<file path="src/rtl/hmac_pkg.sv">
package hmac_pkg;

    // Operation form after decode
    typedef enum logic [1:0] {
        K_NONE,
        K_MUL,
        K_ACC32,
        K_ACC64
    } kind_e;

    // Registered output stage state
    typedef enum logic [1:0] {
        OS_IDLE,
        OS_WRITE,
        OS_SKIP,
        OS_TRAP
    } out_st_e;

    localparam logic [7:0] OPC_ACC32 = 8'h10;
    localparam logic [7:0] OPC_ACC64 = 8'h14;
    localparam logic [7:0] OPC_MUL   = 8'h16;

endpackage

</file>
<file path="src/rtl/hmac_decode.sv">
module hmac_decode
    import hmac_pkg::*;
#(
    parameter int REG_W  = 4,
    parameter int PC_IDX = 15
) (
    input  logic [4*REG_W+11:0] op_fields,
    output kind_e               kind,
    output logic                sel_a,
    output logic                sel_b,
    output logic                illegal
);
    localparam int CTL_LO = REG_W;
    localparam int RM_LO  = REG_W + 4;
    localparam int RA_LO  = 2*REG_W + 4;
    localparam int RD_LO  = 3*REG_W + 4;
    localparam int OPC_LO = 4*REG_W + 4;
    localparam logic [REG_W-1:0] PC_REG = REG_W'(PC_IDX);

    logic [REG_W-1:0] rn, rm, ra, rd;
    logic [3:0]       ctl;
    logic [7:0]       opc;
    logic             fmt_ok;

    assign rn  = op_fields[0      +: REG_W];
    assign ctl = op_fields[CTL_LO +: 4];
    assign rm  = op_fields[RM_LO  +: REG_W];
    assign ra  = op_fields[RA_LO  +: REG_W];
    assign rd  = op_fields[RD_LO  +: REG_W];
    assign opc = op_fields[OPC_LO +: 8];

    // ctl[3] must be 1, ctl[0] must be 0
    assign fmt_ok = ctl[3] & ~ctl[0];
    assign sel_a  = ctl[1];
    assign sel_b  = ctl[2];

    always_comb begin
        kind = K_NONE;
        if (fmt_ok) begin
            unique case (opc)
                OPC_MUL:   kind = K_MUL;
                OPC_ACC32: kind = K_ACC32;
                OPC_ACC64: kind = K_ACC64;
                default:   kind = K_NONE;
            endcase
        end
    end

    // Register legality per form
    always_comb begin
        unique case (kind)
            K_MUL:   illegal = (rd == PC_REG) | (rm == PC_REG) | (rn == PC_REG);
            K_ACC32: illegal = (rd == PC_REG) | (ra == PC_REG) |
                               (rm == PC_REG) | (rn == PC_REG);
            K_ACC64: illegal = (rd == PC_REG) | (ra == PC_REG) |
                               (rm == PC_REG) | (rn == PC_REG) | (rd == ra);
            default: illegal = 1'b1;
        endcase
    end

endmodule

</file>
<file path="src/rtl/hmac_datapath.sv">
module hmac_datapath
    import hmac_pkg::*;
#(
    parameter int DATA_W = 32
) (
    input  logic [DATA_W-1:0] opnd_a,
    input  logic [DATA_W-1:0] opnd_b,
    input  logic              sel_a,
    input  logic              sel_b,
    input  logic [DATA_W-1:0] acc_lo,
    input  logic [DATA_W-1:0] acc_hi,
    input  kind_e             kind,
    output logic [DATA_W-1:0] res_lo,
    output logic [DATA_W-1:0] res_hi,
    output logic              ovf
);
    localparam int HALF_W = DATA_W / 2;
    localparam int WIDE_W = 2 * DATA_W;
    localparam int NOPND  = 2;

    logic [DATA_W-1:0] words [NOPND];
    logic              sels  [NOPND];
    logic [DATA_W-1:0] ext   [NOPND];

    assign words[0] = opnd_a;
    assign words[1] = opnd_b;
    assign sels[0]  = sel_a;
    assign sels[1]  = sel_b;

    // Per-operand half pick and sign extension
    for (genvar g = 0; g < NOPND; g++) begin : g_half
        logic [HALF_W-1:0] half;
        assign half   = sels[g] ? words[g][DATA_W-1:HALF_W] : words[g][HALF_W-1:0];
        assign ext[g] = {{HALF_W{half[HALF_W-1]}}, half};
    end

    logic signed [DATA_W-1:0] prod;
    logic        [DATA_W-1:0] sum32;
    logic        [WIDE_W-1:0] sum64;

    assign prod  = $signed(ext[0]) * $signed(ext[1]);
    assign sum32 = prod + acc_lo;
    assign sum64 = {acc_hi, acc_lo} + {{DATA_W{prod[DATA_W-1]}}, prod};

    always_comb begin
        res_lo = '0;
        res_hi = '0;
        ovf    = 1'b0;
        unique case (kind)
            K_MUL: res_lo = prod;
            K_ACC32: begin
                res_lo = sum32;
                ovf    = (prod[DATA_W-1] == acc_lo[DATA_W-1]) &&
                         (sum32[DATA_W-1] != prod[DATA_W-1]);
            end
            K_ACC64: begin
                res_lo = sum64[DATA_W-1:0];
                res_hi = sum64[WIDE_W-1:DATA_W];
            end
            default: ;
        endcase
    end

endmodule

</file>
<file path="src/rtl/hmac_unit.sv">
module hmac_unit
    import hmac_pkg::*;
#(
    parameter int DATA_W = 32,
    parameter int REG_W  = 4,
    parameter int PC_IDX = 15
) (
    input  logic                clk,
    input  logic                rst_n,
    input  logic                in_valid,
    input  logic [4*REG_W+11:0] op_fields,
    input  logic                cond_pass,
    input  logic [DATA_W-1:0]   opnd_a,
    input  logic [DATA_W-1:0]   opnd_b,
    input  logic [DATA_W-1:0]   acc_lo,
    input  logic [DATA_W-1:0]   acc_hi,
    input  logic                q_clear,
    output logic                res_valid,
    output logic [DATA_W-1:0]   res_lo,
    output logic [DATA_W-1:0]   res_hi,
    output logic                wr_lo,
    output logic                wr_hi,
    output logic                illegal,
    output logic                q_flag
);
    kind_e             kind, kind_q;
    logic              sel_a, sel_b, bad;
    logic [DATA_W-1:0] dp_lo, dp_hi;
    logic              dp_ovf, q_set, do_write;
    logic [DATA_W-1:0] res_lo_q, res_hi_q;
    out_st_e           state, state_nx;

    hmac_decode #(.REG_W(REG_W), .PC_IDX(PC_IDX)) u_decode (
        .op_fields (op_fields),
        .kind      (kind),
        .sel_a     (sel_a),
        .sel_b     (sel_b),
        .illegal   (bad)
    );

    hmac_datapath #(.DATA_W(DATA_W)) u_dp (
        .opnd_a (opnd_a),
        .opnd_b (opnd_b),
        .sel_a  (sel_a),
        .sel_b  (sel_b),
        .acc_lo (acc_lo),
        .acc_hi (acc_hi),
        .kind   (kind),
        .res_lo (dp_lo),
        .res_hi (dp_hi),
        .ovf    (dp_ovf)
    );

    // Next state of the output stage
    always_comb begin
        if (!in_valid)      state_nx = OS_IDLE;
        else if (bad)       state_nx = OS_TRAP;
        else if (!cond_pass) state_nx = OS_SKIP;
        else                state_nx = OS_WRITE;
    end

    assign do_write = (state_nx == OS_WRITE);
    assign q_set    = do_write && (kind == K_ACC32) && dp_ovf;

    // State register
    always_ff @(posedge clk or negedge rst_n) begin
        if (!rst_n) state <= OS_IDLE;
        else        state <= state_nx;
    end

    // Result registers: only written operations carry data
    always_ff @(posedge clk or negedge rst_n) begin
        if (!rst_n) begin
            res_lo_q <= '0;
            res_hi_q <= '0;
            kind_q   <= K_NONE;
        end else if (do_write) begin
            res_lo_q <= dp_lo;
            res_hi_q <= dp_hi;
            kind_q   <= kind;
        end else begin
            res_lo_q <= '0;
            res_hi_q <= '0;
            kind_q   <= K_NONE;
        end
    end

    // Sticky saturation flag: set wins over clear
    always_ff @(posedge clk or negedge rst_n) begin
        if (!rst_n) q_flag <= 1'b0;
        else        q_flag <= (q_flag & ~q_clear) | q_set;
    end

    // Outputs decoded from the state
    always_comb begin
        res_valid = 1'b0;
        wr_lo     = 1'b0;
        wr_hi     = 1'b0;
        illegal   = 1'b0;
        unique case (state)
            OS_IDLE: ;
            OS_WRITE: begin
                res_valid = 1'b1;
                wr_lo     = 1'b1;
                wr_hi     = (kind_q == K_ACC64);
            end
            OS_SKIP: res_valid = 1'b1;
            OS_TRAP: begin
                res_valid = 1'b1;
                illegal   = 1'b1;
            end
            default: ;
        endcase
    end

    assign res_lo = res_lo_q;
    assign res_hi = res_hi_q;

    // Each accepted input yields a result strobe next cycle
    p_latency_r8: assert property (@(posedge clk) disable iff (!rst_n)
        in_valid |=> res_valid);
    p_no_spurious_r8: assert property (@(posedge clk) disable iff (!rst_n)
        !in_valid |=> (!res_valid && !wr_lo && !wr_hi && !illegal));
    // Rejected operations never write
    p_trap_quiet_r6: assert property (@(posedge clk) disable iff (!rst_n)
        illegal |-> (!wr_lo && !wr_hi));
    // High word only written together with low word
    p_pair_write_r4: assert property (@(posedge clk) disable iff (!rst_n)
        wr_hi |-> wr_lo);
    // Condition failure leaves the flag alone
    p_skip_keeps_q_r5: assert property (@(posedge clk) disable iff (!rst_n)
        (in_valid && !cond_pass && !q_clear) |=> $stable(q_flag));
    // Multiply-only never moves the flag
    p_mul_keeps_q_r2: assert property (@(posedge clk) disable iff (!rst_n)
        (in_valid && kind == K_MUL && !q_clear) |=> $stable(q_flag));
    // Flag is sticky, and clears when nothing sets it
    p_q_sticky_r9: assert property (@(posedge clk) disable iff (!rst_n)
        (q_flag && !q_clear) |=> q_flag);
    p_q_clear_r9: assert property (@(posedge clk) disable iff (!rst_n)
        (q_clear && !in_valid) |=> !q_flag);

endmodule

</file>
<file path="config.mk">
export PLATFORM = sky130hd
export DESIGN_NAME = hmac_unit
export DESIGN_NICKNAME = d
export VERILOG_FILES = /design/src/rtl/hmac_pkg.sv /design/src/rtl/hmac_decode.sv /design/src/rtl/hmac_datapath.sv /design/src/rtl/hmac_unit.sv
export SDC_FILE = /design/constraint.sdc
export NUM_CORES = 1
export LEC_CHECK = 0
export BUFFER_PORTS_ARGS = -buffer_cell sky130_fd_sc_hd__buf_4
export CORE_ASPECT_RATIO = 0.6
export CORE_MARGIN = 4
export CORE_UTILIZATION = 40
export CTS_CLUSTER_DIAMETER = 150
export DETAILED_ROUTE_END_ITERATION = 16
export HOLD_SLACK_MARGIN = 0.08
export PLACE_DENSITY = 0.7
export SLEW_MARGIN = 10
export SYNTH_ARGS = -nofsm -noshare
export SYNTH_HDL_FRONTEND = slang
export SYNTH_HIERARCHICAL = 1
export SYNTH_SLANG_ARGS = --single-unit
</file>
<file path="constraint.sdc">
create_clock -name clk -period 0.9 [get_ports clk]
set_clock_uncertainty 0.05 [all_clocks]
set_input_delay 0.18 -clock clk [delete_from_list [all_inputs] [get_ports clk]]
set_output_delay 0.18 -clock clk [all_outputs]
set_load 0.01 [all_outputs]
</file>
==> metrics.md <==
| Metric | Value |
|---|---|
| Largest family of logic cells by synthesized area | adder cells |
| Slew Viols, Final | 0 |
| Vias in the first global route | around 18000 |
| CP endpoint kind | flop |
| Yosys warnings | 6 |
| N_diodes | 0 |
| DRT Wirelength | slightly below 70 mm |
| WP data required | about 1.1 ns |
| DP HPWL | 54.29 mm |
| Least-Margin Pin Slew | 0.4753 ns |
| Setup WS post-layout | -8.038 ns |
| Maximum clock insertion buffer count | 2 |
| Synth Area in Compound Gates | 13.14% |
| Initial antenna violation count | 1 |
| Worst setup SP type | input pin |
| Violated checks | setup timing |
| M2 GR Usage | 45.63% |
| Post-DR wirelength/cell | 21.27 µm |
| Post-Place Setup Slack | -8.776 ns |
| Number of top-level pins | between 200 and 250 |
| M3 GR Usage | 8.326% |
| Setup violations, final | 138 |
| Fillers | 3091 |
| CP Max Fanout | 8 |
| Outcome | finished, violations left |
| Synthesized net count | 2511 |
| Adder-cell area share of the yosys netlist | 42.31% |
| DR vias/cell | 5.342 |
| Synthesized area per cell | 8.675 µm² |
| I/O Buffers | 229 |
| CP peak stage delay | 0.54 ns |
| Root Driver | clkbuf_16 |
| Row cnt | 57 |
| Worst skew pair latency | 0.35 ns |
| Synthesized instance count | 1939 |
| Min-delay worst type | input pin to flop |
| First-pass GRT wire length | 103.3 mm |
| Via Count | 17490 |
| Routed Antenna Nets | 0 |
| Fin nets | 3281 |
| Unrepaired setup endpoints after global routing | true |
| Initial Util | ~41% |
| Yosys reg bits | slightly below 70 |
| Total gr overflow | 0 |
| Mapped Area | 0.01682 mm² |
| Crit path DAT | slightly above 9 ns |
| Tot GR Track Use | between 20 and 30% |
| Sequential share of the synthesized area | 10.27% |
| Detailed Route Iter0 Violations | 1560 |
| Post-Synth XOR/XNOR Area | 4.924% |
| Met1 capacity usage during global routing | 40.87% |
| Die Ht | 166.8 µm |
| Last weighted congestion value of the routability-driven placer | 0.9908 |
| FFs w/ async S/R, synth | 100.0% |
| Layout cell share with drive strength beyond 1 | between 40% and 50% |
| Synth Flop Type | dfrtp_1 |
| Period minus WS final | 8.938 ns |
| Clock Pin Slew Worst Setup and Hold Paths | 0.06 ns |
| DRC | 0 |
| Largest net degree at the start of global routing | 35 |
| Mux share of post-synthesis cell area | 3.586% |
| Most used cell, CP | fa_1 |
| Max H-tree Level | 3 |
| CTS sink count | between 60 and 70 |
| Simple-Gate Fraction of Synth Area | 16.69% |
| Final hold vios | 0 |
| Kind of critical path | input pin to flop |
| Overall die area | 0.04550 mm² |
| Die width | between 200 and 300 µm |
| CTS tree | done |
| Slew HR | between 60% and 70% |
| Gr busiest metal | met2 |
| Initial DRT Pass Iterations | 5 |
| Max_cap viols | 0 |
| CP max stage cell | fa_1 |
| Netlist cell types | 79 |
| CTS Buf Count | 9 |
| Number of synthesized flops with an enable pin | 0 |
| FMAX | 111.9 MHz |
| Core area | just over 0.04 mm² |
| Area grow syn2layout | 63.24% |
| Fin crit share | 993.1% |
==> kinds of logic (layout without fill, tap and decap cells) <==
family | count (synthesis) | after routing
and+or+nand+nor | 589 | 589
adders and majority gates | 411 | 411
buffers and inverters | 393 | 1167
AOI/OAI and AO/OA | 327 | 327
xor gates and xnor gates | 93 | 93
DFF | 69 | 69
muxes | 57 | 58
==> placed cells by master, fill, tap and decap left out, types with 23 or more instances in the layout <==
master,count
buf_4,630
nor2_1,178
a21o_1,50
fa_1,246
inv_2,26
a21oi_2,38
buf_6,151
ha_1,87
xnor2_1,32
ha_4,54
a21oi_1,40
dfrtp_1,69
and2_1,34
o21ai_1,23
xor2_1,28
and2_4,39
nor2_2,23
inv_1,308
nand2_1,149
==> critical path, delay by kind of cell <==
| kind | cells | cell delay (ns) |
|---|---|---|
| AND/OR/NAND/NOR | 8 | 1.76 |
| buffers and inverters | 7 | 0.57 |
| adder cells (fa/ha/maj) | 8 | 3.61 |
| AO/OA/AOI/OAI | 9 | 2.38 |
| XOR/XNOR | 2 | 0.31 |
| multiplexers | 1 | 0.32 |
==> Yosys cell counts (all sizes together), types with 14 or more instances <==
cell / number / area share [%]
nand3: 24 / 0.71
mux2i: 31 / 1.8
inv: 335 / 7.5
clkbuf: 45 / 1.0
fa: 263 / 31
a21o: 51 / 2.3
xnor2: 56 / 2.9
nand2b: 14 / 0.52
dfrtp: 69 / 10
ha: 148 / 11
mux2: 26 / 1.7
nand2: 178 / 4.0
o21bai: 14 / 0.62
and2: 74 / 3.2
xor2: 36 / 1.9
a21oi: 94 / 2.8
nor2: 211 / 4.7
o21a: 15 / 0.67
nand4: 19 / 0.71
o21ai: 58 / 1.7
==> per-layer routing <==
layer | share of wire [%] | up-vias
li1 | - | 7807
met1 | 42 | 8811
met2 | 46 | 742
met3 | 9.6 | 128
met4 | 2.6 | 2
met5 | 0.019 | -
==> sequential cells by signal, indices dropped and copies added, names as in the netlist <==
name and count:
res_hi 32, res_lo 32, kind_q 2, state 2
q_flag 1
==> area by class of cell <==
class                      count  area [µm²]  share of cell area (%)
sequential                    69        1727                   6.289
timing repair buffer         816        7131                   25.97
clock inverter                 7       80.08                  0.2917
multi-input combinational   1478       16330                   59.48
tap                          560       700.7                   2.552
clock buffer                   9       225.2                  0.8203
inverter                     335        1261                   4.594
==> per-stage QoR <==
step | cell area (µm²) | util [%] | instances | setup TNS (ns) | hold slack (ns)
floorplan | 17480 | - | 1939 | -428.06 | -0.1656
global placement | 23160 | 56.47 | 3137 | -466.86 | -0.001925
detailed placement | 23160 | 56.47 | 3137 | -475.82 | -0.003104
CTS | 25870 | 63.08 | 3229 | -432.53 | 0.09254
global route | 27460 | 66.95 | 3274 | -457.31 | 0.09669
finish | 27460 | 66.95 | 3274 | -442.74 | 0.1071
==> path summary, 6_finish.rpt <==
check                             startpoint          to  slack, ns  cells after the start
min in group asynchronous              rst_n   res_lo[0]       0.18                      2
worst max-delay path            op_fields[5]  res_hi[30]      -8.04                     35
max in group asynchronous              rst_n  res_lo[22]       0.16                      3
worst min register to register        q_flag      q_flag       0.60                      2
worst max register to register        q_flag      q_flag       0.02                      2
worst min-delay path                in_valid    state[0]       0.11                      3
==> timing repair <==
action / CTS / global route
gates cloned: 5 / 1
hold endpoints to repair: 70 / 0
hold buffers: 2 / 0
pin swaps: 135 / 175
resized for setup: 357 / 274
setup endpoints to repair: 138 / 138
setup buffers: 70 / 55
Power is left out: the tool's default activity adds up to more than one toggle a clock period on the data nets, which glitch-free logic cannot reach.
